### src/rtl/dbk_bs_pkg.sv
package dbk_bs_pkg;
   typedef enum logic [1:0] {
      WS_IDLE  = 2'd0,
      WS_LEFT  = 2'd1,
      WS_TOP   = 2'd2,
      WS_INNER = 2'd3
   } walk_state_t;

   localparam logic [1:0] MASK_VERT = 2'b01;
   localparam logic [1:0] MASK_HORZ = 2'b10;
   localparam logic [1:0] MASK_BOTH = 2'b11;

   localparam logic [1:0] BS_NONE   = 2'd0;
   localparam logic [1:0] BS_WEAK   = 2'd1;
   localparam logic [1:0] BS_STRONG = 2'd2;
endpackage

### src/rtl/dbk_bs_walker.sv
module dbk_bs_walker
   import dbk_bs_pkg::*;
#(
   parameter int POS_W    = 10,
   parameter int MAX_LOG2 = 6
) (
   input  logic             clk,
   input  logic             rst_n,
   input  logic             start,
   input  logic [POS_W-1:0] org_x,
   input  logic [POS_W-1:0] org_y,
   input  logic [2:0]       size_log2,
   input  logic             split,
   output logic             busy,
   output logic             req_valid,
   output logic [POS_W-1:0] req_x,
   output logic [POS_W-1:0] req_y,
   output logic [1:0]       req_mask
);
   localparam int CW = MAX_LOG2 - 1;
   localparam logic [2:0] LG_MIN = 3'd3;
   localparam logic [2:0] LG_MAX = 3'(MAX_LOG2);

   walk_state_t      st;
   logic [POS_W-1:0] ox, oy;
   logic [CW-1:0]    kq, idx;
   logic             two_pu;
   logic [2:0]       lg_c;
   logic [CW-1:0]    k_new;
   logic             at_end;

   always_comb begin
      if (size_log2 < LG_MIN)      lg_c = LG_MIN;
      else if (size_log2 > LG_MAX) lg_c = LG_MAX;
      else                         lg_c = size_log2;
      k_new = CW'(1) << (lg_c - 3'd2);
   end

   assign at_end = (idx == kq - CW'(1));

   always_ff @(posedge clk or negedge rst_n) begin
      if (!rst_n) begin
         st     <= WS_IDLE;
         ox     <= '0;
         oy     <= '0;
         kq     <= '0;
         idx    <= '0;
         two_pu <= 1'b0;
      end else begin
         case (st)
            WS_IDLE: if (start) begin
               ox     <= org_x;
               oy     <= org_y;
               kq     <= k_new;
               two_pu <= split;
               idx    <= '0;
               st     <= WS_LEFT;
            end
            WS_LEFT: if (at_end) begin
               idx <= CW'(1);
               st  <= WS_TOP;
            end else idx <= idx + CW'(1);
            WS_TOP: if (at_end) begin
               idx <= CW'(1);
               st  <= two_pu ? WS_INNER : WS_IDLE;
            end else idx <= idx + CW'(1);
            default: if (at_end) begin
               idx <= '0;
               st  <= WS_IDLE;
            end else idx <= idx + CW'(1);
         endcase
      end
   end

   always_comb begin
      busy      = (st != WS_IDLE);
      req_valid = busy;
      req_x     = ox;
      req_y     = oy;
      req_mask  = MASK_HORZ;
      case (st)
         WS_LEFT: begin
            req_y    = oy + POS_W'(idx);
            req_mask = (idx == '0) ? MASK_BOTH : MASK_VERT;
         end
         WS_TOP:   req_x = ox + POS_W'(idx);
         WS_INNER: begin
            req_x = ox + POS_W'(idx);
            req_y = oy + POS_W'(kq >> 1);
         end
         default: req_mask = MASK_HORZ;
      endcase
   end


   corner_then_left_chk: assert property (@(posedge clk) disable iff (!rst_n)
      req_valid && req_mask == MASK_BOTH |=> req_valid && req_mask == MASK_VERT);


   start_origin_chk: assert property (@(posedge clk) disable iff (!rst_n)
      start && !busy |=> req_valid && req_mask == MASK_BOTH
                         && req_x == $past(org_x) && req_y == $past(org_y));


   no_restart_chk: assert property (@(posedge clk) disable iff (!rst_n)
      req_valid |=> !(req_valid && req_mask == MASK_BOTH));
endmodule

### src/rtl/dbk_bs_mvdiff.sv
module dbk_bs_mvdiff #(
   parameter int MV_W = 16,
   parameter int THR  = 4
) (
   input  logic [2*MV_W-1:0] mv_a,
   input  logic [2*MV_W-1:0] mv_b,
   output logic              far
);
   localparam logic [MV_W:0] THR_V = (MV_W+1)'(THR);

   logic signed [MV_W:0] dx, dy;
   logic        [MV_W:0] ax, ay;

   always_comb begin
      dx  = $signed({mv_a[MV_W-1], mv_a[MV_W-1:0]})
          - $signed({mv_b[MV_W-1], mv_b[MV_W-1:0]});
      dy  = $signed({mv_a[2*MV_W-1], mv_a[2*MV_W-1:MV_W]})
          - $signed({mv_b[2*MV_W-1], mv_b[2*MV_W-1:MV_W]});
      ax  = dx[MV_W] ? $unsigned(-dx) : $unsigned(dx);
      ay  = dy[MV_W] ? $unsigned(-dy) : $unsigned(dy);
      far = (ax >= THR_V) || (ay >= THR_V);
   end
endmodule

### src/rtl/dbk_bs_decide.sv
module dbk_bs_decide
   import dbk_bs_pkg::*;
#(
   parameter int MV_W  = 16,
   parameter int REF_W = 4,
   parameter int THR   = 4
) (
   input  logic              seg_pu,
   input  logic              seg_tu,
   input  logic              p_intra,
   input  logic              q_intra,
   input  logic              p_nz,
   input  logic              q_nz,
   input  logic              p_two,
   input  logic              q_two,
   input  logic [REF_W-1:0]  p_ref0,
   input  logic [REF_W-1:0]  p_ref1,
   input  logic [REF_W-1:0]  q_ref0,
   input  logic [REF_W-1:0]  q_ref1,
   input  logic [2*MV_W-1:0] p_mv0,
   input  logic [2*MV_W-1:0] p_mv1,
   input  logic [2*MV_W-1:0] q_mv0,
   input  logic [2*MV_W-1:0] q_mv1,
   output logic [1:0]        bs
);
   localparam int NPAIR = 4;

   // pair order: 0 = P0/Q0, 1 = P1/Q1, 2 = P0/Q1, 3 = P1/Q0
   logic [2*MV_W-1:0] side_a [NPAIR];
   logic [2*MV_W-1:0] side_b [NPAIR];
   logic [NPAIR-1:0]  far;

   assign side_a[0] = p_mv0;  assign side_b[0] = q_mv0;
   assign side_a[1] = p_mv1;  assign side_b[1] = q_mv1;
   assign side_a[2] = p_mv0;  assign side_b[2] = q_mv1;
   assign side_a[3] = p_mv1;  assign side_b[3] = q_mv0;

   for (genvar g = 0; g < NPAIR; g++) begin : g_pair
      dbk_bs_mvdiff #(.MV_W(MV_W), .THR(THR)) diff_i (
         .mv_a (side_a[g]),
         .mv_b (side_b[g]),
         .far  (far[g])
      );
   end

   logic straight_bad, cross_bad, set_same, motion_bad;

   always_comb begin
      straight_bad = far[0] | far[1];
      cross_bad    = far[2] | far[3];
      set_same     = ((p_ref0 == q_ref0) && (p_ref1 == q_ref1))
                  || ((p_ref0 == q_ref1) && (p_ref1 == q_ref0));
      if (p_two != q_two)        motion_bad = 1'b1;
      else if (!p_two)           motion_bad = (p_ref0 != q_ref0) | far[0];
      else if (!set_same)        motion_bad = 1'b1;
      else if (p_ref0 != p_ref1) motion_bad = (p_ref0 == q_ref0) ? straight_bad : cross_bad;
      else                       motion_bad = straight_bad & cross_bad;

      if (!(seg_pu || seg_tu))              bs = BS_NONE;
      else if (p_intra || q_intra)          bs = BS_STRONG;
      else if (seg_tu && (p_nz || q_nz))    bs = BS_WEAK;
      else if (seg_pu && motion_bad)        bs = BS_WEAK;
      else                                  bs = BS_NONE;
   end
endmodule

### src/rtl/dbk_bs_engine.sv
module dbk_bs_engine
   import dbk_bs_pkg::*;
#(
   parameter int POS_W    = 10,
   parameter int MV_W     = 16,
   parameter int REF_W    = 4,
   parameter int MAX_LOG2 = 6,
   parameter int THR      = 4
) (
   input  logic              clk,
   input  logic              rst_n,
   input  logic              start,
   input  logic [POS_W-1:0]  org_x,
   input  logic [POS_W-1:0]  org_y,
   input  logic [2:0]        size_log2,
   input  logic              split,
   output logic              busy,
   output logic              req_valid,
   output logic [POS_W-1:0]  req_x,
   output logic [POS_W-1:0]  req_y,
   output logic [1:0]        req_mask,
   input  logic              seg_pu,
   input  logic              seg_tu,
   input  logic              p_intra,
   input  logic              q_intra,
   input  logic              p_nz,
   input  logic              q_nz,
   input  logic              p_two,
   input  logic              q_two,
   input  logic [REF_W-1:0]  p_ref0,
   input  logic [REF_W-1:0]  p_ref1,
   input  logic [REF_W-1:0]  q_ref0,
   input  logic [REF_W-1:0]  q_ref1,
   input  logic [2*MV_W-1:0] p_mv0,
   input  logic [2*MV_W-1:0] p_mv1,
   input  logic [2*MV_W-1:0] q_mv0,
   input  logic [2*MV_W-1:0] q_mv1,
   output logic              res_valid,
   output logic [POS_W-1:0]  res_x,
   output logic [POS_W-1:0]  res_y,
   output logic [1:0]        res_mask,
   output logic [1:0]        res_bs
);
   if (MAX_LOG2 < 3 || MAX_LOG2 > 7) begin : g_bad_size
      $error("dbk_bs_engine: MAX_LOG2 must lie in 3..7");
   end
   if (POS_W < MAX_LOG2 - 1) begin : g_bad_pos
      $error("dbk_bs_engine: POS_W too narrow for the walk offsets");
   end
   if (THR < 1 || MV_W < 4 || REF_W < 1) begin : g_bad_cmp
      $error("dbk_bs_engine: THR, MV_W or REF_W out of range");
   end

   logic [1:0] bs_now;

   dbk_bs_walker #(.POS_W(POS_W), .MAX_LOG2(MAX_LOG2)) walk_i (
      .clk       (clk),
      .rst_n     (rst_n),
      .start     (start),
      .org_x     (org_x),
      .org_y     (org_y),
      .size_log2 (size_log2),
      .split     (split),
      .busy      (busy),
      .req_valid (req_valid),
      .req_x     (req_x),
      .req_y     (req_y),
      .req_mask  (req_mask)
   );

   dbk_bs_decide #(.MV_W(MV_W), .REF_W(REF_W), .THR(THR)) dec_i (
      .seg_pu  (seg_pu),
      .seg_tu  (seg_tu),
      .p_intra (p_intra),
      .q_intra (q_intra),
      .p_nz    (p_nz),
      .q_nz    (q_nz),
      .p_two   (p_two),
      .q_two   (q_two),
      .p_ref0  (p_ref0),
      .p_ref1  (p_ref1),
      .q_ref0  (q_ref0),
      .q_ref1  (q_ref1),
      .p_mv0   (p_mv0),
      .p_mv1   (p_mv1),
      .q_mv0   (q_mv0),
      .q_mv1   (q_mv1),
      .bs      (bs_now)
   );

   always_ff @(posedge clk or negedge rst_n) begin
      if (!rst_n) begin
         res_valid <= 1'b0;
         res_x     <= '0;
         res_y     <= '0;
         res_mask  <= '0;
         res_bs    <= BS_NONE;
      end else begin
         res_valid <= req_valid;
         res_x     <= req_x;
         res_y     <= req_y;
         res_mask  <= req_mask;
         res_bs    <= req_valid ? bs_now : BS_NONE;
      end
   end


   result_follows_chk: assert property (@(posedge clk) disable iff (!rst_n)
      req_valid |=> res_valid && res_x == $past(req_x) && res_y == $past(req_y)
                    && res_mask == $past(req_mask));


   unflagged_zero_chk: assert property (@(posedge clk) disable iff (!rst_n)
      req_valid && !seg_pu && !seg_tu |=> res_bs == BS_NONE);


   intra_strong_chk: assert property (@(posedge clk) disable iff (!rst_n)
      req_valid && (p_intra || q_intra) && (seg_pu || seg_tu) |=> res_bs == BS_STRONG);


   coef_weak_chk: assert property (@(posedge clk) disable iff (!rst_n)
      req_valid && seg_tu && (p_nz || q_nz) |=> res_bs != BS_NONE);
endmodule

### config.mk
export PLATFORM = sky130hd
export DESIGN_NAME = dbk_bs_engine
export DESIGN_NICKNAME = d
export VERILOG_FILES = /design/src/rtl/dbk_bs_pkg.sv /design/src/rtl/dbk_bs_walker.sv /design/src/rtl/dbk_bs_mvdiff.sv /design/src/rtl/dbk_bs_decide.sv /design/src/rtl/dbk_bs_engine.sv
export SDC_FILE = /design/constraint.sdc
export NUM_CORES = 1
export LEC_CHECK = 0
export ABC_AREA = 1
export BUFFER_PORTS_ARGS = -buffer_cell sky130_fd_sc_hd__buf_2
export CAP_MARGIN = 5
export CORE_MARGIN = 2
export CORE_UTILIZATION = 26
export CTS_CLUSTER_SIZE = 40
export DETAILED_ROUTE_END_ITERATION = 10
export HOLD_SLACK_MARGIN = 0.08
export PLACE_DENSITY_LB_ADDON = 0.12
export SLEW_MARGIN = 5
export SYNTH_ARGS = -nofsm -noshare
export SYNTH_HDL_FRONTEND = slang
export SYNTH_SLANG_ARGS = --single-unit
### constraint.sdc
create_clock -name clk -period 2.4 [get_ports clk]
set_input_delay 0.12 -clock clk [delete_from_list [all_inputs] [get_ports clk]]
set_output_delay 0.12 -clock clk [all_outputs]
set_load 0.05 [all_outputs]
# After elaboration in Yosys (flattened, before gate mapping)
# Cells that the tools add are included.
dict set report word_totals {
  register_bits 58
  output_inout_bits 49
  elab_cells 116
}
dict set report classes {
  order_cmp 10
  bitwise_logic 4
  eq_ne 14
  reduce_logical 20
  add_sub_neg 22
  n_mux 34
  n_shift 1
}
# operator n
set ops {}
lappend ops {{17-bit by 3-bit >= comparator with 1-bit output, second input constant} 8}
lappend ops {{17-bit two-way mux} 8}
lappend ops {{17-bit negation} 8}
lappend ops {{16-bit by 16-bit subtractor with 17-bit output} 8}
lappend ops {{2-bit two-way mux} 11}
lappend ops {{10-bit by 5-bit adder with 10-bit output} 2}
lappend ops {{10-bit one-hot mux with 2 select lines} 1}
lappend ops {{4-bit equality test} 4}
lappend ops {{5-bit two-way mux} 3}
lappend ops {{10-bit by 4-bit adder with 10-bit output} 1}
lappend ops {{10-bit two-way mux} 1}
lappend ops {{5-bit one-hot mux with 2 select lines} 1}
lappend ops {{1-bit logical OR} 8}
lappend ops {{4-bit != test} 2}
lappend ops {{1-bit two-way mux} 6}
lappend ops {{3-bit two-way mux} 2}
lappend ops {{2-bit one-hot mux with 3 select lines} 1}
lappend ops {{5-bit by 1-bit adder with 5-bit output, second input constant} 1}
lappend ops {{5-bit equality test} 1}
lappend ops {{5-bit logical NOT} 1}
lappend ops {{1-bit by 3-bit left shift with 5-bit output, first input constant} 1}
lappend ops {{5-bit by 1-bit subtractor with 5-bit output, second input constant} 1}
lappend ops {{2-bit equality test, second input constant} 2}
lappend ops {{1-bit logical AND} 4}
lappend ops {{14 further kinds} 19}

# Longest topological paths before layout
# Gate-level depths: netlist of run 1.
dict set report depth {
  ltp_word 17
  ltp_mapped 29
  ltp_nobuf 28
}

# Modules after synthesis
# Synthesis of run 1 repeated with hierarchy kept, for this count alone.
dict set report hier_totals {
  cells_unflattened 3374
  hier_area_um2 17107.7
}
# module n_inst cells_per_inst area_per_inst_um2
set by_module_without_submodules {}
lappend by_module_without_submodules {{dbk_bs_mvdiff at dec_i.g_pair[0].diff_i ...} 3 719 3362.0}
lappend by_module_without_submodules {{dbk_bs_mvdiff at dec_i.g_pair[1].diff_i} 1 743 3528.4}
lappend by_module_without_submodules {dbk_bs_walker 1 349 2399.8}
lappend by_module_without_submodules {dbk_bs_engine 1 29 640.6}
lappend by_module_without_submodules {dbk_bs_decide 1 96 452.9}

# Least setup slack after synthesis of run 1
# Ideal clock, no wire load.
dict set report synth_timing {
  path_type {register to register}
  startpoint {register walk_i.st[0]}
  endpoint {register res_y[4]}
  required_ns 2.145
  arrival_time_ns 3.001
  stages_incl_launch_ff 11
  setup_slack_ns -0.856
  synth_period_minus_slack_ns 3.256
  setup_ns 0.255
  cell_sequence {dfrtp_1 > ha_1 > clkbuf_1 > o21ai_0 > ha_1 > fa_1 > inv_1 > o31ai_1 > inv_1 > nor2_1 > o31ai_1}
}
dict set report synth_between {
  elab_chain_cells 2
}
# item line_no
set synth_lines {}
lappend synth_lines {{from (decl)} dbk_bs_walker.sv:24} ;# walk_state_t st;
lappend synth_lines {{from (signal assigned)} dbk_bs_walker.sv:65} ;# st <= two_pu ? WS_INNER : WS_IDLE;
lappend synth_lines {{2-bit equality test or 2-bit by 1-bit equality test with 1-bit output (tied branches)} dbk_bs_walker.sv:81} ;# case (st)
lappend synth_lines {{10-bit one-hot mux with 2 select lines (*)} dbk_bs_walker.sv:81}
lappend synth_lines {{via req_y[4]} dbk_bs_engine.sv:20} ;# output logic [POS_W-1:0] req_y,
lappend synth_lines {{to (signal assigned)} dbk_bs_engine.sv:101} ;# res_y <= req_y;
lappend synth_lines {{to (decl)} dbk_bs_engine.sv:40} ;# output logic [POS_W-1:0] res_y,
# Mark *: on every way through the listed nets, which the timed path passes. The rest lies on a longest branch.
# A chain may end at the register's enable or synchronous reset.

# Worst setup path after layout of run 1
dict set report layout_timing {
  startpoint {register walk_i.st[1]}
  endpoint {output port req_y[9]}
}
dict set report layout_between {
  elab_chain_cells 2
}
# item line_no
set layout_lines {}
lappend layout_lines {{2-bit equality test or 2-bit by 1-bit equality test with 1-bit output (tied branches)} dbk_bs_walker.sv:81}
lappend layout_lines {{10-bit one-hot mux with 2 select lines (*)} dbk_bs_walker.sv:81}
lappend layout_lines {{to (decl)} dbk_bs_engine.sv:20}
# Mark *: on every way between the ends. The rest lies on a longest branch, timed or not.

==> results.md, run 1 <==
- Status: finished with violations
- Failing checks: negative setup slack
- Largest buffer count on any clock path: 2
- Hold Violations, Final: 0
- Total power density per cell area: between 500 and 600 nW/um^2
- Average footprint of a synthesized cell: 5.18 um^2
- Post-synthesis cell area: 16300 um^2
- WL final: 66600 um
- Layout cell share with drive strength beyond 1: 0.308
- Core region area: 61900 um^2
- Max Transition Viols Final: 0
- Fraction of power consumed by combinational cells: 0.795
- Post-placement cell count: just under 5000
- Setup repair after global routing missed its margin: true
- Category of cells accounting for the largest share of critical-path delay: simple AND/OR/NAND/NOR gates
- Sequential cell fraction of total power: 0.113
- Global-route wire length before repair: between 100000 and 150000 um
- Number of buffers created by CTS: 9
- Req. time, crit path: 2.28 ns
- Final HPWL DP: 58900 um
- Critical path startpoint category: register
- Switch Pwr: 7.77 mW
- Worst slack on hold paths: roughly 0.09 ns
- Clock transition at the register clock pins on the worst setup and hold paths after CTS: 0.05 ns
- Number of rows in the core area: 91
- Number of warnings issued by yosys: 0
- Via count: 21500
- Chain of cells forming the critical path: ha_4 > nand2_1 > o21ai_1 > ha_1 > inv_1 > buf_4 > nor2_2 > nor2_1 > nor2_1 > o211ai_1 > nor2_2 > nand3_2 > xnor2_4 > buf_6
- Path category of the worst min-delay check: input port to register
- Detailed Route Iter0 Violations: 1139
- Worst-case headroom to the max-slew limit: 0.591
- Number of enable-type register cells in the synthesized netlist: 0
- Initial Utilization: 0.264
- Worst path setup slack after routing: -0.448 ns
- Vias in the first global route: 20600
- Synth cell types: 43
- Cell at the root of the clock tree: clkbuf_16
- Die width: 255 um
- Endpoint kind of the worst setup timing path: output pin
- Number of flip-flops and latches in the synthesized netlist: 58
- Drt drc: 0
- Post-DR vias/cell: ~4.3
- WS Path Type: register to output pin
- Main synth FF type: dfrtp_1
- Worst Path Arrival: 2.73 ns
- Area delta synth->final: 58.5%
- Slowest stage cell, crit path: dfrtp_1
- Critical path peak fanout: 10
- Routed WL per cell: approximately 13 um
- Syn nets: between 3000 and 4000
- Proportion of register bits with asynchronous set or reset after synthesis: 1.00
- Highest clock frequency the design can meet: 0.351 GHz
- Worst skew pair latency: around 0.33 ns
- Die area: 64900 um^2
- Buf+Inv Stages, Crit Path: 3
- Instance count of the mapped netlist: 3153
- Post-route ant nets: 0
- Number of search-and-repair iterations in the first detailed-routing pass: 7
- Total overflow reported by the global router: 0
- GRT Overall Usage: 0.202
- Routability congestion estimate from global placement: about 0.9
- Fin Clk Skew: 0.00515 ns
- Clock network power share: 0.093
- Clock tree from TritonCTS: done
- Minimum clock period: 2.85 ns
- Number of non-filler instances in the completed layout: 4973
- H-tree lvl count: 3
- Ports: 228
- Initial antenna violation count: 0
- Slew at the pin closest to its max-slew limit: 0.614 ns
- Static leakage power: about 15 nW
- Maximum resistive drop on vdd: 0.453 mV
- Total power consumption of the routed design: 15.0 mW
- Maximum number of pins on one net before global-route repair: 35
- Maximum capacitance violations: 0
- Count of clock tree sinks: 58
- Register area share after synthesis: 0.0888
- Delay contributed by the slowest stage of the critical path: 0.41 ns
- Overall die height: 255 um
- Part of the cycle the worst path needs: 1.19
- Port-buffer cells: 227
- Internal Dissipation: 7.22 mW
- Nets@finish: 4473
- Number of setup violations in the final report: 11
- Sw frac: 0.518
placed cells by master, fill, tap and decap left out, types with 53 or more instances in the layout:
master      n
dfrtp_1    58
nand3_1   288
o21ai_0    53
ha_1      129
nor2_1    255
inv_1     504
nor2_2     56
buf_4     718
a21oi_1    85
buf_2     207
nand2_1  1232
nand4_1    56
nand2_2    65
power groups by stage:
stage	clock, mW	sequential [mW]	combinational [mW]
after CTS	1.41	1.68	11.5
after global placement	0	1.67	10.9
final	1.39	1.69	11.9
after floorplan	0	2.34	6.04
after detailed placement	0	1.67	10.9
after global routing	1.46	1.75	13.2
worst reg2reg max path, delay by kind of cell, from the launching register on:
kind                       cells  cell delay, ns
AOI/OAI and AO/OA              3            0.45
xor gates and xnor gates       1            0.15
adders and majority gates      2            0.42
buffers and inverters          2            0.28
DFF                            1            0.41
and+or+nand+nor                7            0.53
path summary, 6_finish.rpt:
check / cells past startpoint / from / to / slack [ns]
setup / recovery: 14 / walk_i.st[1] / req_y[9] / -0.45
setup reg to reg: 15 / walk_i.st[1] / res_y[7] / 0.04
hold reg to reg: 2 / walk_i.ox[4] / walk_i.ox[4] / 0.52
max in group asynchronous: 3 / rst_n / walk_i.oy[1] / 1.46
hold / removal: 4 / p_intra / res_bs[0] / 0.09
min in group asynchronous: 2 / rst_n / res_x[9] / 0.34
synthesized netlist by cell type (all sizes together) (3+ instances only):
library cell  count  area share
and2             14      0.0054
o31ai             8      0.0037
nor4              4      0.0015
nand2          1307        0.31
ha              153        0.12
nor3             16      0.0049
a21oi            97       0.031
inv             541        0.12
o211ai            5      0.0023
nand4            56       0.021
o22ai             4      0.0015
o21ai            70       0.021
nand3           326        0.10
xnor2            25       0.013
xor2             52       0.028
nand3b           37       0.017
or2               3      0.0011
nor2            326       0.078
dfrtp            58       0.089
o21bai           11      0.0053
fa               10       0.012
buf              17      0.0089
clkbuf            6      0.0014
layout make-up:
cell class                 instances  area (um^2)
timing repair inverter             1         6.26
timing repair buffer             988         7180
clock buffer                      10          239
sequential                        58         1450
tap                              837         1050
fill                            6986        36000
inverter                         542         2080
multi-input combinational       2531        13800
antenna                            1         2.50
clock inverter                     5         78.8
state kept, by name, summed over array words and instances (netlist names):
register       flops
walk_i.ox         10
walk_i.oy         10
res_mask           2
res_bs             2
walk_i.st          2
walk_i.two_pu      1
walk_i.kq          5
res_valid          1
res_y             10
walk_i.idx         5
res_x             10
logic make-up after synthesis:
| family | after synthesis | share of synthesized area |
|---|---|---|
| AOI/OAI and AO/OA | 200 | 0.0673 |
| xor gates and xnor gates | 77 | 0.0413 |
| adders and majority gates | 163 | 0.129 |
| buffers and inverters | 565 | 0.135 |
| DFF | 58 | 0.0888 |
| and+or+nand+nor | 2090 | 0.538 |
timing repair:
action                                  CTS  global route
gates cloned                              0             2
endpoints found under the setup margin   18            23
buffers inserted                         18            23
pin swaps                                29           104
endpoints found under the hold margin    49             0
resized for setup                        74           169
hold buffers                             28             0
through the flow:
stage                util  cell area [um^2]  setup WS [ns]  setup TNS, ns
floorplan               -             16700         -0.388          -2.18
global placement    0.388             24100          -1.03          -2.75
detailed placement  0.388             24100          -1.06          -2.62
CTS                 0.405             25100         -0.494          -3.41
global route        0.418             25900         -0.655          -5.28
finish              0.418             25900         -0.448          -3.08
metal layers:
layer,vias up,global-route usage,part of all wire
li1,11800,-,-
met3,54,0.00949,0.022
met5,-,0,0
met2,272,0.361,0.48
met1,9387,0.271,0.48
met4,0,0.0363,0.017
(Power assumes the default switching activity.)
==> run 2: changes to the inputs <==
CTS_BUF_LIST = sky130_fd_sc_hd__clkbuf_8   (was default)
==> run 2 against run 1 <==
  * The run still ends with negative setup slack left
  * First-iteration DRC count is 2.6% higher
  * Largest cell class unchanged
  * Clock power is 27% lower
  * Clock skew is 0.0019 ns higher
  * Routed wire length is 0.73% lower
  * Critical endpoint unchanged
  * Clock-buffer cell count stayed put
  * Hold slack worse by 0.0035 ns
  * Non-clock buffer count is 3 lower
  * Final area is 0.84% lower
  * Register-to-register slack hardly changed
  * Core utilization is 0.35 points lower
==> results.md, run 2 (synthesis gave the netlist of run 1 again) <==
- Vias in the first global route: 20500 (-0.36%)
- Worst slack on hold paths: 0.0878 ns (-0.00354 ns)
- Worst R2R Start: walk_i.st[1]
- Area delta synth->final: 57.1%
- Routability congestion estimate from global placement: 0.903 (unchanged)
- Highest clock frequency the design can meet: 0.350 GHz (-0.32%)
- R2R Path End: res_y[7]
- Cell count of the worst reg-to-reg path: 15 (unchanged)
- Slew at the pin closest to its max-slew limit: 0.612 ns (-0.00240 ns)
- Overall die height: 255 um (unchanged)
- Drt drc: 0 (unchanged)
- Total power density per cell area: 568 nW/um^2 (-1.9%)
- WL final: 66100 um (-0.73%)
- Path category of the worst min-delay check: input port to register
- Number of search-and-repair iterations in the first detailed-routing pass: 5 (-2)
- Cell at the root of the clock tree: clkbuf_8
- Worst skew pair latency: 0.33 ns (about the same)
- Nets@finish: 4469 (-0.089%)
- Req. time, crit path: 2.28 ns (about the same)
- Number of filler cells placed in the layout: 7012 (+0.37%)
- Chain of cells forming the critical path: ha_4 > nand2_1 > o21ai_1 > ha_1 > inv_1 > buf_4 > nor2_2 > nor2_1 > nor2_1 > o211ai_1 > nor2_2 > nand3_2 > xnor2_4 > buf_6
- Worst path setup slack after routing: -0.457 ns (-0.00921 ns)
- Endpoint kind of the worst setup timing path: output pin
- Setup slack of the worst register-to-register path: 0.05 ns (about the same)
- Number of rows in the core area: 91 (unchanged)
- Status: finished with violations
- Largest buffer count on any clock path: 2 (unchanged)
- Global-route wire length before repair: 105000 um (-0.41%)
- Commonest non-fill, non-tap cells in the layout: 1238 x nand2_1, 716 x buf_4, 507 x inv_1
- Crit path to: req_y[9]
- Core region area: 61900 um^2 (unchanged)
- Layout cell share with drive strength beyond 1: 0.302 (-0.00575)
- WS Path Type: register to output pin
- Fin Clk Skew: 0.00707 ns (+0.00193 ns)
- Maximum capacitance violations: 0 (unchanged)
- Setup repair after global routing missed its margin: true
- Ports: 228 (unchanged)
- Post-DR vias/cell: 4.32 (-0.29%)
- Initial antenna violation count: 0 (unchanged)
- GRT Max-Usage Layer: met2
- Die width: 255 um (unchanged)
- Worst Path Arrival: 2.74 ns (about the same)
- Met3 Usage GRT: 0.00959 (+0.000102)
- Total overflow reported by the global router: 0 (unchanged)
- Slowest stage cell, crit path: dfrtp_1
- Initial Utilization: 0.264 (unchanged)
- Utilization after layout: 0.415 (-0.00350)
- Post-route ant nets: 0 (unchanged)
- Maximum number of pins on one net before global-route repair: 35 (unchanged)
- Final HPWL DP: 58900 um (unchanged)
- Maximum resistive drop on vdd: 0.373 mV (-18%)
- Detailed Route Iter0 Violations: 1169 (+2.6%)
- Met1 Use GR: 0.271 (-0.000728)
- Via count: 21500 (-0.37%)
- Part of the cycle the worst path needs: 1.19 (+0.00384)
- Critical path startpoint category: register
- Clock transition at the register clock pins on the worst setup and hold paths after CTS: 0.07 ns (+0.02 ns)
- Delay contributed by the slowest stage of the critical path: 0.41 ns (about the same)
- Port-buffer cells: 227 (unchanged)
- Die area: 64900 um^2 (unchanged)
- Worst-case headroom to the max-slew limit: 0.592 (+0.00160)
- Number of setup violations in the final report: 11 (unchanged)
- Critical path peak fanout: 10 (unchanged)
- H-tree lvl count: 3 (unchanged)
- GRT Overall Usage: 0.201 (-0.00112)
- Global-route met2 utilization: 0.358 (-0.00233)
- Static leakage power: 15.0 nW (-0.55%)
- Failing checks: negative setup slack
- Minimum clock period: 2.86 ns (+0.00922 ns)
- Launching instance or port of the critical path: walk_i.st[1]
- Count of clock tree sinks: 58 (unchanged)
- Max Transition Viols Final: 0 (unchanged)
- Routed WL per cell: 13.3 um (-0.65%)
- Clock tree from TritonCTS: done
- Most common cell after layout, fill and taps aside: nand2_1
- Hold Violations, Final: 0 (unchanged)
- Number of buffers created by CTS: 9 (unchanged)
## run 2: metal layers
metal,up-vias,wire length (um)
li1,11800,-
met1,9327,31900
met2,269,31500
met3,46,1600
met4,0,1070
met5,-,0
## run 2: cell type report
class | instances | area (um^2) | area share
multi-input combinational | 2530 | 13700 | 0.535
timing repair buffer | 985 | 7140 | 0.278
inverter | 542 | 2080 | 0.0810
sequential | 58 | 1450 | 0.0565
tap | 837 | 1050 | 0.0408
clock buffer | 10 | 138 | 0.00536
clock inverter | 5 | 78.8 | 0.00307
timing repair inverter | 1 | 6.26 | 0.000244
antenna | 1 | 2.50 | 0.0000975
## run 2: power by group
| group | internal [mW] | switching [mW] | total [mW] |
|---|---|---|---|
| Combinational | 4.90 | 6.98 | 11.9 |
| Sequential | 1.40 | 0.292 | 1.69 |
| Clock | 0.606 | 0.406 | 1.01 |
## run 2: how the worst min path moves through the flow
stage                     slack (ns)         start  cells after the start      endpoint
after detailed placement        0.17         rst_n                      1      res_x[9]
final                           0.09       p_intra                      4     res_bs[0]
after CTS                       0.09  size_log2[2]                      3  walk_i.kq[4]
after global placement          0.16         rst_n                      1      res_x[9]
after global routing            0.09       p_intra                      4     res_bs[0]
after floorplan                -0.18         rst_n                      0     res_bs[0]
## run 2: critical path, delay by kind of cell, from the launching register on
kind                     cells  cell delay, ns
AND/OR/NAND/NOR              6            0.61
AO/OA/AOI/OAI                2            0.24
flip-flops                   1            0.41
XOR/XNOR                     1            0.19
buffers and inverters        3            0.39
adder cells (fa/ha/maj)      2            0.55
## run 2: what timing repair did
action	in CTS	in global routing
buffers inserted	13	23
hold endpoints to repair	49	0
resized for setup	68	146
pin swaps	19	82
gates cloned	0	1
hold buffers	28	0
setup endpoints to repair	19	23
## run 2: metrics by stage
step | setup TNS [ns] | setup WS, ns | cells | area (um^2) | total power [mW]
6_report | -3.23 | -0.457 | 4969 | 25700 | 14.6
5_1_grt | -5.52 | -0.666 | 4968 | 25700 | 16.0
4_1_cts | -3.55 | -0.505 | 4945 | 24900 | 14.1
3_5_place_dp | -2.62 | -1.06 | 4889 | 24100 | 12.5
3_3_place_gp | -2.75 | -1.03 | 4889 | 24100 | 12.5
2_1_floorplan | -2.18 | -0.388 | 3153 | 16700 | 8.39
==> run 3: changes to the inputs <==
BUFFER_PORTS_ARGS = default   (was -buffer_cell sky130_fd_sc_hd__buf_2)
CELL_PAD_IN_SITES_DETAIL_PLACEMENT = 0   (was default)
CELL_PAD_IN_SITES_GLOBAL_PLACEMENT = 1   (was default)
CORE_UTILIZATION = 35   (was 26)
DONT_BUFFER_PORTS = 1   (was default)
==> run 3 against run 2 <==
  * The run still ends with negative setup slack left
  * First-iteration DRC count is 5.4% lower
  * Via count hardly changed
  * Sequential share of layout area is 0.30 points higher
  * Routed wire length is 2.2% lower
  * Clock skew is 0.0026 ns higher
  * Hold slack worse by 0.013 ns
  * Register-to-register slack worse by 0.27 ns
  * Power hardly changed
  * Global-route usage is 5.8 points higher
  * Die area is 25% lower
  * Clock-buffer cell count stayed put
  * Final area is 4.8% lower
  * Largest cell class unchanged
==> results.md, run 3 (synthesis gave the netlist of run 1 again) <==
- Maximum capacitance violations: 0 (unchanged)
- Die width: 220 um (-14%)
- Number of search-and-repair iterations in the first detailed-routing pass: 5 (unchanged)
- Number of setup violations in the final report: 18 (+7)
- Failing checks: negative setup slack
- Total overflow reported by the global router: 0 (unchanged)
- Post-route ant nets: 0 (unchanged)
- Critical path peak fanout: 6 (-4)
- Number of buffers created by CTS: 9 (unchanged)
- Cell at the root of the clock tree: clkbuf_8
- WL final: 64700 um (-2.2%)
- Max Transition Viols Final: 0 (unchanged)
- Setup repair after global routing missed its margin: true
- Layout Cell Area excl Fill: 24400 um^2 (-4.8%)
- Nets@finish: 4240 (-5.1%)
- Hold Violations, Final: 0 (unchanged)
- Global-route wire length before repair: 100000 um (-4.3%)
- Maximum number of pins on one net before global-route repair: 59 (+69%)
- Final HPWL DP: 56500 um (-4.0%)
- Most common cell after layout, fill and taps aside: nand2_1
- Routed WL per cell: 14.3 um (+7.7%)
- Ports: 228 (unchanged)
- WS Path Type: register to output pin
- Status: finished with violations
- Static leakage power: 14.0 nW (-6.4%)
- Detailed Route Iter0 Violations: 1106 (-5.4%)
- Routability congestion estimate from global placement: 0.970 (+7.3%)
- Layout cell share with drive strength beyond 1: 0.272 (-0.0305)
- Critical path startpoint category: register
- Clock tree from TritonCTS: done
- Largest buffer count on any clock path: 2 (unchanged)
- Highest clock frequency the design can meet: 0.340 GHz (-2.8%)
- Minimum clock period: 2.94 ns (+0.0838 ns)
- Number of filler cells placed in the layout: 4879 (-30%)
- Worst-case setup slack after placement: -0.807 ns (+0.250 ns)
- Via count: 21400 (-0.065%)
- Initial Utilization: 0.352 (+0.0887)
- Post-DR vias/cell: 4.75 (+10%)
- Count of clock tree sinks: 58 (unchanged)
- Slowest stage cell, crit path: dfrtp_1
- Total power density per cell area: 597 nW/um^2 (+5.1%)
- Vias in the first global route: 20300 (-1.0%)
- Path category of the worst min-delay check: input port to register
- Worst Path Arrival: 2.82 ns (+0.08 ns)
- Area used by multi-input combinational logic: 13900 um^2 (+0.98%)
- Area delta synth->final: 49.5%
- Req. time, crit path: 2.28 ns (about the same)
- Clock transition at the register clock pins on the worst setup and hold paths after CTS: 0.07 ns (about the same)
- Die area: 48400 um^2 (-25%)
- Worst-case headroom to the max-slew limit: 0.295 (-0.297)
- H-tree lvl count: 3 (unchanged)
- Area after DPL: 22600 um^2 (-6.0%)
- Initial antenna violation count: 1 (+1)
- Slew at the pin closest to its max-slew limit: 1.05 ns (+0.438 ns)
- Delay contributed by the slowest stage of the critical path: 0.41 ns (about the same)
- Worst skew pair latency: 0.34 ns (about the same)
- Part of the cycle the worst path needs: 1.23 (+0.0349)
- Sequential cell area: 1450 um^2 (+0.17%)
- Number of rows in the core area: 79 (-13%)
- GRT Overall Usage: 0.259 (+0.0578)
- Total power consumption of the routed design: 14.6 mW (about the same)
- Drt drc: 0 (unchanged)
- Fin Clk Skew: 0.00966 ns (+0.00259 ns)
- Port-buffer cells: 0 (-100%)
- Core region area: 46400 um^2 (-25%)
- Commonest non-fill, non-tap cells in the layout: 1235 x nand2_1, 697 x buf_4, 502 x inv_1
- CP dominant cell by count: nor2_2
- Overall die height: 220 um (-14%)
- Worst slack on hold paths: 0.0747 ns (-0.0131 ns)
- Endpoint kind of the worst setup timing path: output pin
- Chain of cells forming the critical path: ha_4 > buf_6 > o21ai_2 > ha_2 > a21oi_2 > nor2_4 > nor2_2 > nor2_2 > nor2_1 > nor2_2 > o211ai_1 > nor2_2 > nand3_2 > xnor2_4 > buf_12
- Maximum resistive drop on vdd: 1.18 mV (+220%)
- Worst path setup slack after routing: -0.541 ns (-0.0838 ns)
-- run 3: critical path: cells and delay by family (launching register included) --
kind / cells / cell delay (ns)
buffers and inverters: 2 / 0.27
adders and majority gates: 2 / 0.42
and+or+nand+nor: 7 / 0.80
xor gates and xnor gates: 1 / 0.23
DFF: 1 / 0.41
AOI/OAI and AO/OA: 3 / 0.34
-- run 3: metrics by stage --
step           TNS [ns]  utilization  cells
2_1_floorplan     -2.18            -   3153
3_3_place_gp      -1.34        0.488   4420
3_5_place_dp      -1.61        0.488   4420
4_1_cts           -4.20        0.511   4492
5_1_grt           -7.09        0.527   4511
6_report          -4.69        0.527   4511
-- run 3: final timing paths --
path	start	end	slack, ns	cells after the start
setup / recovery	walk_i.st[0]	req_y[9]	-0.54	15
hold / removal	p_nz	res_bs[0]	0.07	2
setup reg to reg	walk_i.st[0]	res_y[5]	-0.22	16
hold reg to reg	walk_i.two_pu	walk_i.two_pu	0.52	2
max in group asynchronous	rst_n	walk_i.idx[2]	1.83	2
min in group asynchronous	rst_n	res_y[9]	0.32	2
-- run 3: what timing repair did --
item | CTS | global route
pin swaps | 55 | 73
hold buffers | 32 | 0
setup buffers | 26 | 23
endpoints found under the setup margin | 19 | 23
hold endpoints to repair | 85 | 0
resized for setup | 81 | 155
-- run 3: final cells by class --
cell class | instances | share of cell area
Multi-Input combinational cell | 2530 | 0.567
Timing Repair Buffer | 757 | 0.246
Inverter | 542 | 0.0866
Sequential cell | 58 | 0.0595
Tap cell | 607 | 0.0311
Clock buffer | 10 | 0.00563
Clock inverter | 6 | 0.00333
Antenna cell | 1 | 0.000102
-- run 3: report_power, final --
part / leakage [nW] / internal [mW] / switching, mW
clock: 0.113 / 0.605 / 0.407
sequential: 0.723 / 1.40 / 1.03
combinational: 13.2 / 4.93 / 6.21
total: 14.0 / 6.94 / 7.65
-- run 3: routing by layer --
metal  track usage  routed length, um
met4        0.0647               1710
met5             0                  0
met1         0.332              29300
met3        0.0349               3330
met2         0.455              30400
